## src/rtl/acc_pkg.sv

```systemverilog
package acc_pkg;

    localparam int unsigned ACC_DATA_W = 16;
    localparam int unsigned ACC_ADDR_W = 8;
    localparam int unsigned ACC_NREGS  = 8;

    typedef enum logic [2:0] {
        OP_LOAD  = 3'd0,
        OP_STORE = 3'd1,
        OP_ADD   = 3'd2,
        OP_SUB   = 3'd3,
        OP_MUL   = 3'd4,
        OP_DIV   = 3'd5,
        OP_CLRC  = 3'd6,
        OP_CLRA  = 3'd7
    } opcode_e;

    typedef enum logic [2:0] {
        AM_IMM  = 3'd0,
        AM_DIR  = 3'd1,
        AM_IND  = 3'd2,
        AM_REG  = 3'd3,
        AM_RIND = 3'd4,
        AM_RS5  = 3'd5,
        AM_RS6  = 3'd6,
        AM_RS7  = 3'd7
    } amode_e;

    typedef enum logic [1:0] {
        SQ_IDLE = 2'd0,
        SQ_PTR  = 2'd1,
        SQ_OPND = 2'd2,
        SQ_EXEC = 2'd3
    } seq_e;

    typedef struct packed {
        opcode_e op;
        amode_e  mode;
    } ctl_t;

    function automatic logic is_implied(opcode_e op);
        return (op == OP_CLRC) || (op == OP_CLRA);
    endfunction

    function automatic amode_e norm_mode(logic [2:0] m);
        amode_e r;
        case (m)
            3'd1:    r = AM_DIR;
            3'd2:    r = AM_IND;
            3'd3:    r = AM_REG;
            3'd4:    r = AM_RIND;
            default: r = AM_IMM;
        endcase
        return r;
    endfunction

    function automatic logic is_mem_mode(amode_e m);
        return (m == AM_DIR) || (m == AM_IND) || (m == AM_RIND);
    endfunction

    function automatic logic needs_read(ctl_t c);
        return is_mem_mode(c.mode) &&
               (c.op inside {OP_LOAD, OP_ADD, OP_SUB, OP_MUL, OP_DIV});
    endfunction

endpackage

```

## src/rtl/acc_regfile.sv

```systemverilog
module acc_regfile #(
    parameter int unsigned DATA_W   = 16,
    parameter int unsigned NUM_REGS = 8,
    localparam int unsigned SEL_W   = $clog2(NUM_REGS)
) (
    input  logic              clk,
    input  logic              rst,
    input  logic              we,
    input  logic [SEL_W-1:0]  wsel,
    input  logic [DATA_W-1:0] wdata,
    input  logic [SEL_W-1:0]  rsel,
    output logic [DATA_W-1:0] rdata
);

    logic [DATA_W-1:0] regs [NUM_REGS];

    for (genvar g = 0; g < NUM_REGS; g++) begin : g_reg
        always_ff @(posedge clk) begin
            if (rst) begin
                regs[g] <= '0;
            end else if (we && (wsel == SEL_W'(g))) begin
                regs[g] <= wdata;
            end
        end
    end

    assign rdata = regs[rsel];

endmodule

```

## src/rtl/acc_alu.sv

```systemverilog
module acc_alu
    import acc_pkg::*;
#(
    parameter int unsigned DATA_W = 16
) (
    input  opcode_e           op,
    input  logic [DATA_W-1:0] acc_in,
    input  logic [DATA_W-1:0] opnd,
    input  logic              carry_in,
    output logic [DATA_W-1:0] acc_out,
    output logic              carry_out,
    output logic              err_out
);

    logic [DATA_W:0]     sum;
    logic [DATA_W:0]     diff;
    logic [2*DATA_W-1:0] prod;

    always_comb begin
        sum       = {1'b0, acc_in} + {1'b0, opnd};
        diff      = {1'b0, acc_in} - {1'b0, opnd};
        prod      = acc_in * opnd;
        acc_out   = acc_in;
        carry_out = carry_in;
        err_out   = 1'b0;
        case (op)
            OP_LOAD:  acc_out = opnd;
            OP_ADD: begin
                acc_out   = sum[DATA_W-1:0];
                carry_out = sum[DATA_W];
            end
            OP_SUB: begin
                acc_out   = diff[DATA_W-1:0];
                carry_out = diff[DATA_W];
            end
            OP_MUL:   acc_out = prod[DATA_W-1:0];
            OP_DIV: begin
                if (opnd == '0) begin
                    err_out = 1'b1;
                end else begin
                    acc_out = acc_in / opnd;
                end
            end
            OP_CLRC:  carry_out = 1'b0;
            OP_CLRA:  acc_out = '0;
            default:  acc_out = acc_in;
        endcase
    end

endmodule

```

## src/rtl/acc_seq.sv

```systemverilog
module acc_seq
    import acc_pkg::*;
(
    input  logic clk,
    input  logic rst,
    input  logic start,
    input  ctl_t ctl_i,
    output ctl_t ctl_o,
    output seq_e state_o,
    output logic ptr_live_o,
    output logic done_o
);

    seq_e st, nx;
    ctl_t ctl_q;
    logic ptr_live_q;
    logic done_q;

    always_comb begin
        nx = st;
        case (st)
            SQ_IDLE: begin
                if (start) begin
                    if (ctl_i.mode == AM_IND && !is_implied(ctl_i.op)) begin
                        nx = SQ_PTR;
                    end else if (needs_read(ctl_i)) begin
                        nx = SQ_OPND;
                    end else begin
                        nx = SQ_EXEC;
                    end
                end
            end
            SQ_PTR:  nx = (ctl_q.op == OP_STORE) ? SQ_EXEC : SQ_OPND;
            SQ_OPND: nx = SQ_EXEC;
            SQ_EXEC: nx = SQ_IDLE;
            default: nx = SQ_IDLE;
        endcase
    end

    always_ff @(posedge clk) begin
        if (rst) begin
            st         <= SQ_IDLE;
            ctl_q      <= '{op: OP_LOAD, mode: AM_IMM};
            ptr_live_q <= 1'b0;
            done_q     <= 1'b0;
        end else begin
            st         <= nx;
            ptr_live_q <= (st == SQ_PTR);
            done_q     <= (st == SQ_EXEC);
            if (st == SQ_IDLE && start) begin
                ctl_q <= ctl_i;
            end
        end
    end

    assign ctl_o      = ctl_q;
    assign state_o    = st;
    assign ptr_live_o = ptr_live_q;
    assign done_o     = done_q;

endmodule

```

## src/rtl/acc_unit.sv

```systemverilog
module acc_unit
    import acc_pkg::*;
#(
    parameter int unsigned DATA_W   = ACC_DATA_W,
    parameter int unsigned ADDR_W   = ACC_ADDR_W,
    parameter int unsigned NUM_REGS = ACC_NREGS,
    localparam int unsigned SEL_W   = $clog2(NUM_REGS)
) (
    input  logic              clk,
    input  logic              rst,
    input  logic              start,
    input  logic [2:0]        opcode,
    input  logic [2:0]        mode,
    input  logic [ADDR_W-1:0] field,
    output logic              busy,
    output logic              done,
    output logic [DATA_W-1:0] acc,
    output logic              carry,
    output logic              err,
    output logic [ADDR_W-1:0] mem_addr,
    output logic              mem_re,
    output logic              mem_we,
    output logic [DATA_W-1:0] mem_wdata,
    input  logic [DATA_W-1:0] mem_rdata
);

    ctl_t              ctl_in;
    ctl_t              ctl_q;
    seq_e              st;
    logic              ptr_live;
    logic              exec;
    logic [DATA_W-1:0] val_q;
    logic [SEL_W-1:0]  sel_q;
    logic [DATA_W-1:0] rf_rdata;
    logic              rf_we;
    logic [ADDR_W-1:0] ea;
    logic [DATA_W-1:0] opnd;
    logic [DATA_W-1:0] acc_q, alu_acc;
    logic              carry_q, alu_carry;
    logic              err_q, alu_err;

    always_comb begin
        ctl_in.op   = opcode_e'(opcode);
        ctl_in.mode = is_implied(ctl_in.op) ? AM_IMM : norm_mode(mode);
    end

    acc_seq u_seq (
        .clk        (clk),
        .rst        (rst),
        .start      (start),
        .ctl_i      (ctl_in),
        .ctl_o      (ctl_q),
        .state_o    (st),
        .ptr_live_o (ptr_live),
        .done_o     (done)
    );

    acc_regfile #(
        .DATA_W   (DATA_W),
        .NUM_REGS (NUM_REGS)
    ) u_rf (
        .clk   (clk),
        .rst   (rst),
        .we    (rf_we),
        .wsel  (sel_q),
        .wdata (acc_q),
        .rsel  (field[SEL_W-1:0]),
        .rdata (rf_rdata)
    );

    always_ff @(posedge clk) begin
        if (rst) begin
            val_q <= '0;
            sel_q <= '0;
        end else if (st == SQ_IDLE && start) begin
            sel_q <= field[SEL_W-1:0];
            if (ctl_in.mode == AM_REG || ctl_in.mode == AM_RIND) begin
                val_q <= rf_rdata;
            end else begin
                val_q <= {{(DATA_W-ADDR_W){1'b0}}, field};
            end
        end
    end

    assign exec = (st == SQ_EXEC);
    assign ea   = ptr_live ? mem_rdata[ADDR_W-1:0] : val_q[ADDR_W-1:0];
    assign opnd = needs_read(ctl_q) ? mem_rdata : val_q;

    acc_alu #(
        .DATA_W (DATA_W)
    ) u_alu (
        .op        (ctl_q.op),
        .acc_in    (acc_q),
        .opnd      (opnd),
        .carry_in  (carry_q),
        .acc_out   (alu_acc),
        .carry_out (alu_carry),
        .err_out   (alu_err)
    );

    always_ff @(posedge clk) begin
        if (rst) begin
            acc_q   <= '0;
            carry_q <= 1'b0;
            err_q   <= 1'b0;
        end else if (exec) begin
            acc_q   <= alu_acc;
            carry_q <= alu_carry;
            err_q   <= alu_err;
        end
    end

    assign rf_we     = exec && ctl_q.op == OP_STORE && ctl_q.mode == AM_REG;
    assign mem_re    = (st == SQ_PTR) || (st == SQ_OPND);
    assign mem_we    = exec && ctl_q.op == OP_STORE && is_mem_mode(ctl_q.mode);
    assign mem_addr  = ea;
    assign mem_wdata = acc_q;
    assign busy      = (st != SQ_IDLE);
    assign acc       = acc_q;
    assign carry     = carry_q;
    assign err       = err_q;

endmodule

```

## config.mk

```make
export PLATFORM = sky130hd
export DESIGN_NAME = acc_unit
export DESIGN_NICKNAME = d
export VERILOG_FILES = /design/src/rtl/acc_pkg.sv /design/src/rtl/acc_regfile.sv /design/src/rtl/acc_alu.sv /design/src/rtl/acc_seq.sv /design/src/rtl/acc_unit.sv
export SDC_FILE = /design/constraint.sdc
export NUM_CORES = 1
export LEC_CHECK = 0
export BUFFER_PORTS_ARGS = -buffer_cell sky130_fd_sc_hd__clkbuf_2
export CAP_MARGIN = 25
export CORE_MARGIN = 4
export CORE_UTILIZATION = 55
export CTS_CLUSTER_DIAMETER = 50
export DETAILED_ROUTE_END_ITERATION = 16
export GPL_ROUTABILITY_DRIVEN = 0
export HOLD_SLACK_MARGIN = 0.1
export PLACE_DENSITY_LB_ADDON = 0.05
export SLEW_MARGIN = 10
export SYNTH_ARGS = -nofsm -noshare
export SYNTH_HDL_FRONTEND = slang
export SYNTH_SLANG_ARGS = --single-unit
export TNS_END_PERCENT = 5
```

## constraint.sdc

```tcl
create_clock -name clk -period 33.8 [get_ports clk]
set_clock_uncertainty 0.15 [all_clocks]
set_input_delay 3.38 -clock clk [delete_from_list [all_inputs] [get_ports clk]]
set_output_delay 3.38 -clock clk [all_outputs]
set_load 0.01 [all_outputs]
```

# [After elaboration in Yosys (flattened, before gate mapping)]
# Memory sizes are Yosys's and may differ from the RTL's.
# Cells that the tools add are included.
[op_classes] n_addsub=2 mul=1 div=1 magnitude_cmp=0 eq_ne=37 shift=0 n_mux=49 bitwise=8 n_reduce_logical=35
[op_table] cell="$mux 16" count=11
[op_table] cell="$pmux 16 s6" count=1
[op_table] cell="$eq 3x3->1 const B" count=15
[op_table] cell="$eq 3x2->1 const B" count=12
[op_table] cell="$mux 1" count=30
[op_table] cell="$add 16x16->17" count=1
[op_table] cell="$sub 16x16->17" count=1
[op_table] cell="$div 16x16->16" count=1
[op_table] cell="$logic_not 16->1" count=1
[op_table] cell="$mul 16x16->16" count=1
[op_table] cell="$eq 3x1->1 const B" count=5
[op_table] cell="$logic_and 1x1->1" count=15
[op_table] cell="$pmux 3 s4" count=1
[op_table] cell="$reduce_bool 5->1" count=2
[op_table] cell="$logic_not 3->1" count=3
[op_table] cell="$mux 8" count=1
[op_table] cell="$or 1x1->1" count=8
[op_table] cell="$pmux 2 s4" count=1
[op_table] cell="$logic_or 1x1->1" count=7
[op_table] cell="$reduce_bool 6->1" count=1
[op_table] cell="$eq 2x2->1 const B" count=2
[op_table] cell="$mux 2" count=2
[op_table] cell="$ne 2x2->1 const B" count=2
[op_table] cell="$mux 3" count=1
[op_table] cell="other kinds (8)" count=8
[word_totals] regBits=47 latch_bits=0 ram_bits=128 rom_bits=0 in_bits=33 output_inout_bits=46 memories=1
[memory_table] name="u_rf.regs" depth=8 width=16 read_ports=1 rd_ports_with_merged_regs=0 wr=8 line_no="acc_regfile.sv:15" source="logic [DATA_W-1:0] regs [NUM_REGS];"

# [Longest topological paths before layout]
[depth] ltp_word=11 mapped_depth=148 mapped_depth_nobuf=135

# [Modules after synthesis]
# From an unflattened synthesis, not the netlist that was laid out.
[unflattened] cells_unflattened=2348 area_unflattened_um2=20817.5
[by_module_without_submodules] mod="acc_alu" n_inst=1 cells_each=1710 area_per_inst_um2=12539.5 seq_area_each_um2=0.0
[by_module_without_submodules] mod="acc_regfile" n_inst=1 cells_each=374 area_per_inst_um2=5841.9 seq_area_each_um2=3843.7
[by_module_without_submodules] mod="acc_unit" n_inst=1 cells_each=209 area_per_inst_um2=1936.9 seq_area_each_um2=740.7
[by_module_without_submodules] mod="acc_seq" n_inst=1 cells_each=55 area_per_inst_um2=499.2 seq_area_each_um2=200.2

# [Least setup slack after synthesis]
# No wires, ideal clock.
[synth_timing] kind="input -> register" start="in mem_rdata[0]" end="reg acc_q[0], in the netlist acc[0]" setup_ps=123 arrival_ps=31260 t_required_ps=33527 setup_slack_ps=2267 cell_stages=133 n_path_buf=14 cell_sequence="clkbuf_1 o2111ai_2 nand2_1 clkbuf_1 ha_1 a21oi_1 a21boi_0 ha_1 o21a_1 o31ai_1 mux2_2 o31ai_1 nand2_1 ha_1 a21o_1 a41o_1 nand4_1 and2_1 [97 not listed] a21oi_1 o31ai_1 a21oi_1 a41o_1 clkbuf_1 clkbuf_1 nor2_1 a21oi_1 ha_1 a21o_1 a21o_1 a21o_1 a21o_1 a21o_1 a21oi_1 nor3_1 o32ai_1 o21ai_0"
[synth_between] elab_chain_cells=4 elab_cells_between_ends=10 classes_between="add/sub (2); mul (1); div (1); eq/ne (1); mux (3); reduce/logical (2)"
[synth_lines] element="from (decl)" line_no="acc_unit.sv:24" source="input logic [DATA_W-1:0] mem_rdata"
[synth_lines] element="$mux 16 *" line_no="acc_unit.sv:87" source="assign opnd = needs_read(ctl_q) ? mem_rdata : val_q;"
[synth_lines] element="$div 16x16->16 / $logic_not 16->1 (equally long branches)" line_no="acc_alu.sv:41, acc_alu.sv:38"
[synth_lines] element="$mux 16 / $ne 2x2->1 (equally long branches)"
[synth_lines] element="$pmux 16 s6 / $reduce_and 3->1 (equally long branches)"
[synth_lines] element="to (signal assigned)" line_no="acc_unit.sv:107" source="acc_q <= alu_acc;"
[synth_lines] element="to (decl)" line_no="acc_unit.sv:38" source="logic [DATA_W-1:0] acc_q, alu_acc;"
# Every way passes the cells marked *; elsewhere a longest branch is shown, timed or not. The select of a mux whose other input is x is not followed.
# A chain may end at the register's enable or synchronous reset.

# [Worst setup path after layout]
[layout_timing] start="in mem_rdata[12]" end="reg acc_q[0], in the netlist acc[0]"
# The elaborated chain is that of the path after synthesis.

==> flow_metrics.tcl <==
set metrics [dict create \
    worst_skew_pair.late_latency_ns 0.44 \
    drive_above_1_share 0.142 \
    crit_path_max_fanout 21 \
    ys_ff_latch 175 \
    wl_met3_um 7970 \
    cts_buffers 17 \
    slew_viol_final 0 \
    clk_pin_slew_ns 0.09 \
    cts_root_buf "clkbuf_16" \
    drt_iter0_drc 2314 \
    synth_cells 2475 \
    syn_to_final_growth_pct 8.14 \
    setup.worst_path.end_class "flip-flop" \
    gr-total-overflow 0 \
    yosys_warnings 0 \
    wl_um 73400 \
    synth-seq-area-share 0.222 \
    grt_pass1_vias 19060 \
    status "complete, no violations" \
    critPathLaunchType "input pin" \
    antenna_found_initial 2 \
    first_pass_iters 6 \
    synth_edf_count 128 \
    syn_avg_cell_area_um2 8.71 \
    utilization 0.602 \
    row_count 72 \
    hpwlAfterDp_um 53500 \
    cts_tree "done" \
    dr_wl_met2_um 32500 \
    worst-slew-pin-transition_ns 1.04 \
    vias_per_cell 6.56 \
    final_nets 2825 \
    slowest_stage "o41a_1" \
    coreArea_um2 38700 \
    synth_nets 2805 \
    yosysTopAreaCell "edfxtp_1" \
    yosysMostFrequentCell "ha_1" \
    finalCritPeriodShare 0.950 \
    fillers 3467 \
    htree_num_levels 4 \
    clk_path_buf_depth 2 \
    syn_area_um2 21600 \
    die_area_um2 42400 \
    synth_area_leaders "edfxtp_1 (18%), ha_1 (12%), fa_1 (7.6%)" \
    path_class "input pin to flip-flop" \
    grt_usage 0.337 \
    ios 79 \
    grt_max_degree 78 \
    synthFlopType "edfxtp_1" \
    synth_cell_types 109 \
    fmax_mhz 31.1 \
    setup_viol 0 \
    path_common_cell "ha_1" \
    period_minus_slack_ns 32.12 \
    r2r_slack_ns 3.41 \
    maxCapViolations 0 \
    whs_path_depth 2 \
    top_layer "met5" \
    reg2reg_depth 127 \
    synthTopCellsByCount "ha_1 (215), nand2_1 (204), inv_1 (198)" \
    drtAntennaViolNets 0 \
    cp.arrival_ns 32.30 \
    die_height_um 206 \
    holdWs_ns 0.349 \
    relSlewSlack 0.303 \
    required_ns 33.98 \
    synth_top_cell_area_share 0.178 \
    crit_path_max_incr_delay_ns 0.43 \
    clkSinkCount 175 \
    hold_viol 0 \
    async_reset_ff_frac 0 \
    via_count 19861 \
    start_util 0.557 \
    grt_first_pass_wirelength_um 111000 \
    hold_class "flip-flop to flip-flop" \
    die-width_um 206 \
    io_buffers 78 \
    routedWlPerCell_um 24.2 \
    drc 0 \
    drt-met1-wl_um 30500 \
    ctsHoldBuffers 0 \
]
flip-flops by register name (all words and copies together), names as in the netlist:
register,count
u_rf.regs,128
acc,16
val_q,16
u_seq.ctl_o,6
sel_q,3
u_seq.state_o,2
carry,1
err,1
u_seq.done_o,1
u_seq.ptr_live_o,1
layer usage:
metal	global-route usage	vias to the layer above
met2	0.530	1098
met1	0.472	9577
met4	0.0972	2
met3	0.0719	188
met5	0	-
li1	-	8996
repair_timing:
action / in CTS / in global routing
pin swaps: 0 / 7
gates cloned: 0 / 1
endpoints found under the setup margin: 1 / 2
gates resized for setup: 2 / 37
buffers inserted: 0 / 17
worst paths after layout:
kind                                         endpoint                   startpoint
worst max-delay path              acc[0]$_SDFFE_PP0P_                mem_rdata[12]
worst min-delay path            sel_q[1]$_SDFFE_PP0P_        sel_q[1]$_SDFFE_PP0P_
worst max register to register    acc[0]$_SDFFE_PP0P_  u_seq.ctl_o[2]$_SDFFE_PP0P_
worst min register to register  sel_q[1]$_SDFFE_PP0P_        sel_q[1]$_SDFFE_PP0P_
cells by family after synthesis:
kind of cell	Yosys count	synth area share
mux	109	0.0727
compound gates	583	0.192
xor+xnor	122	0.0515
simple gates	834	0.194
buf+inv	355	0.0669
fa+ha+maj	297	0.201
flops	175	0.222
through the flow:
stage / setup slack [ns] / std cells / area [um2] / setup TNS [ns]
floorplan: 2.27 / 2475 / 21600 / 0
global placement: 0.593 / 2972 / 22400 / 0
detailed placement: -0.525 / 2973 / 22400 / -0.525
CTS: 0.0616 / 3005 / 23000 / 0
global route: -0.0346 / 3026 / 23300 / -0.0346
finish: 1.68 / 3027 / 23300 / 0
placed cells by master (no fill, tap or decap), drive strengths merged, types with 22 or more instances in the layout:
master,synthesis,final
ha,215,215
inv,199,208
nand2,204,204
nor2,197,197
a21oi,146,146
edfxtp,128,128
and2,108,108
clkbuf,100,94
o21ai,90,90
nor3,89,89
fa,82,82
xnor2,81,81
buf,52,75
mux2,51,51
nand3,47,47
dfxtp,47,47
nor4,40,40
xor2,38,38
a21o,36,36
o21a,33,33
mux4,32,32
nor2b,28,28
mux2i,26,26
o21bai,25,25
a31oi,24,24
a211oi,22,22
critical path: cells and delay by family:
| kind | cells | cell delay (ns) |
|---|---|---|
| AO/OA/AOI/OAI | 65 | 14.35 |
| adder cells (fa/ha/maj) | 15 | 4.83 |
| buffers and inverters | 5 | 0.84 |
| AND/OR/NAND/NOR | 35 | 6.99 |
| multiplexers | 6 | 1.86 |
cell type report:
type	count	area [um2]	share of cell area
Multi-Input combinational cell	1946	15600	0.668
Sequential cell	175	4780	0.205
Timing Repair Buffer	152	952	0.0408
Inverter	203	762	0.0327
Tap cell	518	648	0.0278
Clock buffer	17	425	0.0182
Clock inverter	15	176	0.00757
Antenna cell	1	2.50	0.000107
Power is not shown: default switching activity piles up to over one toggle a cycle in this logic, so the estimate is an artifact.
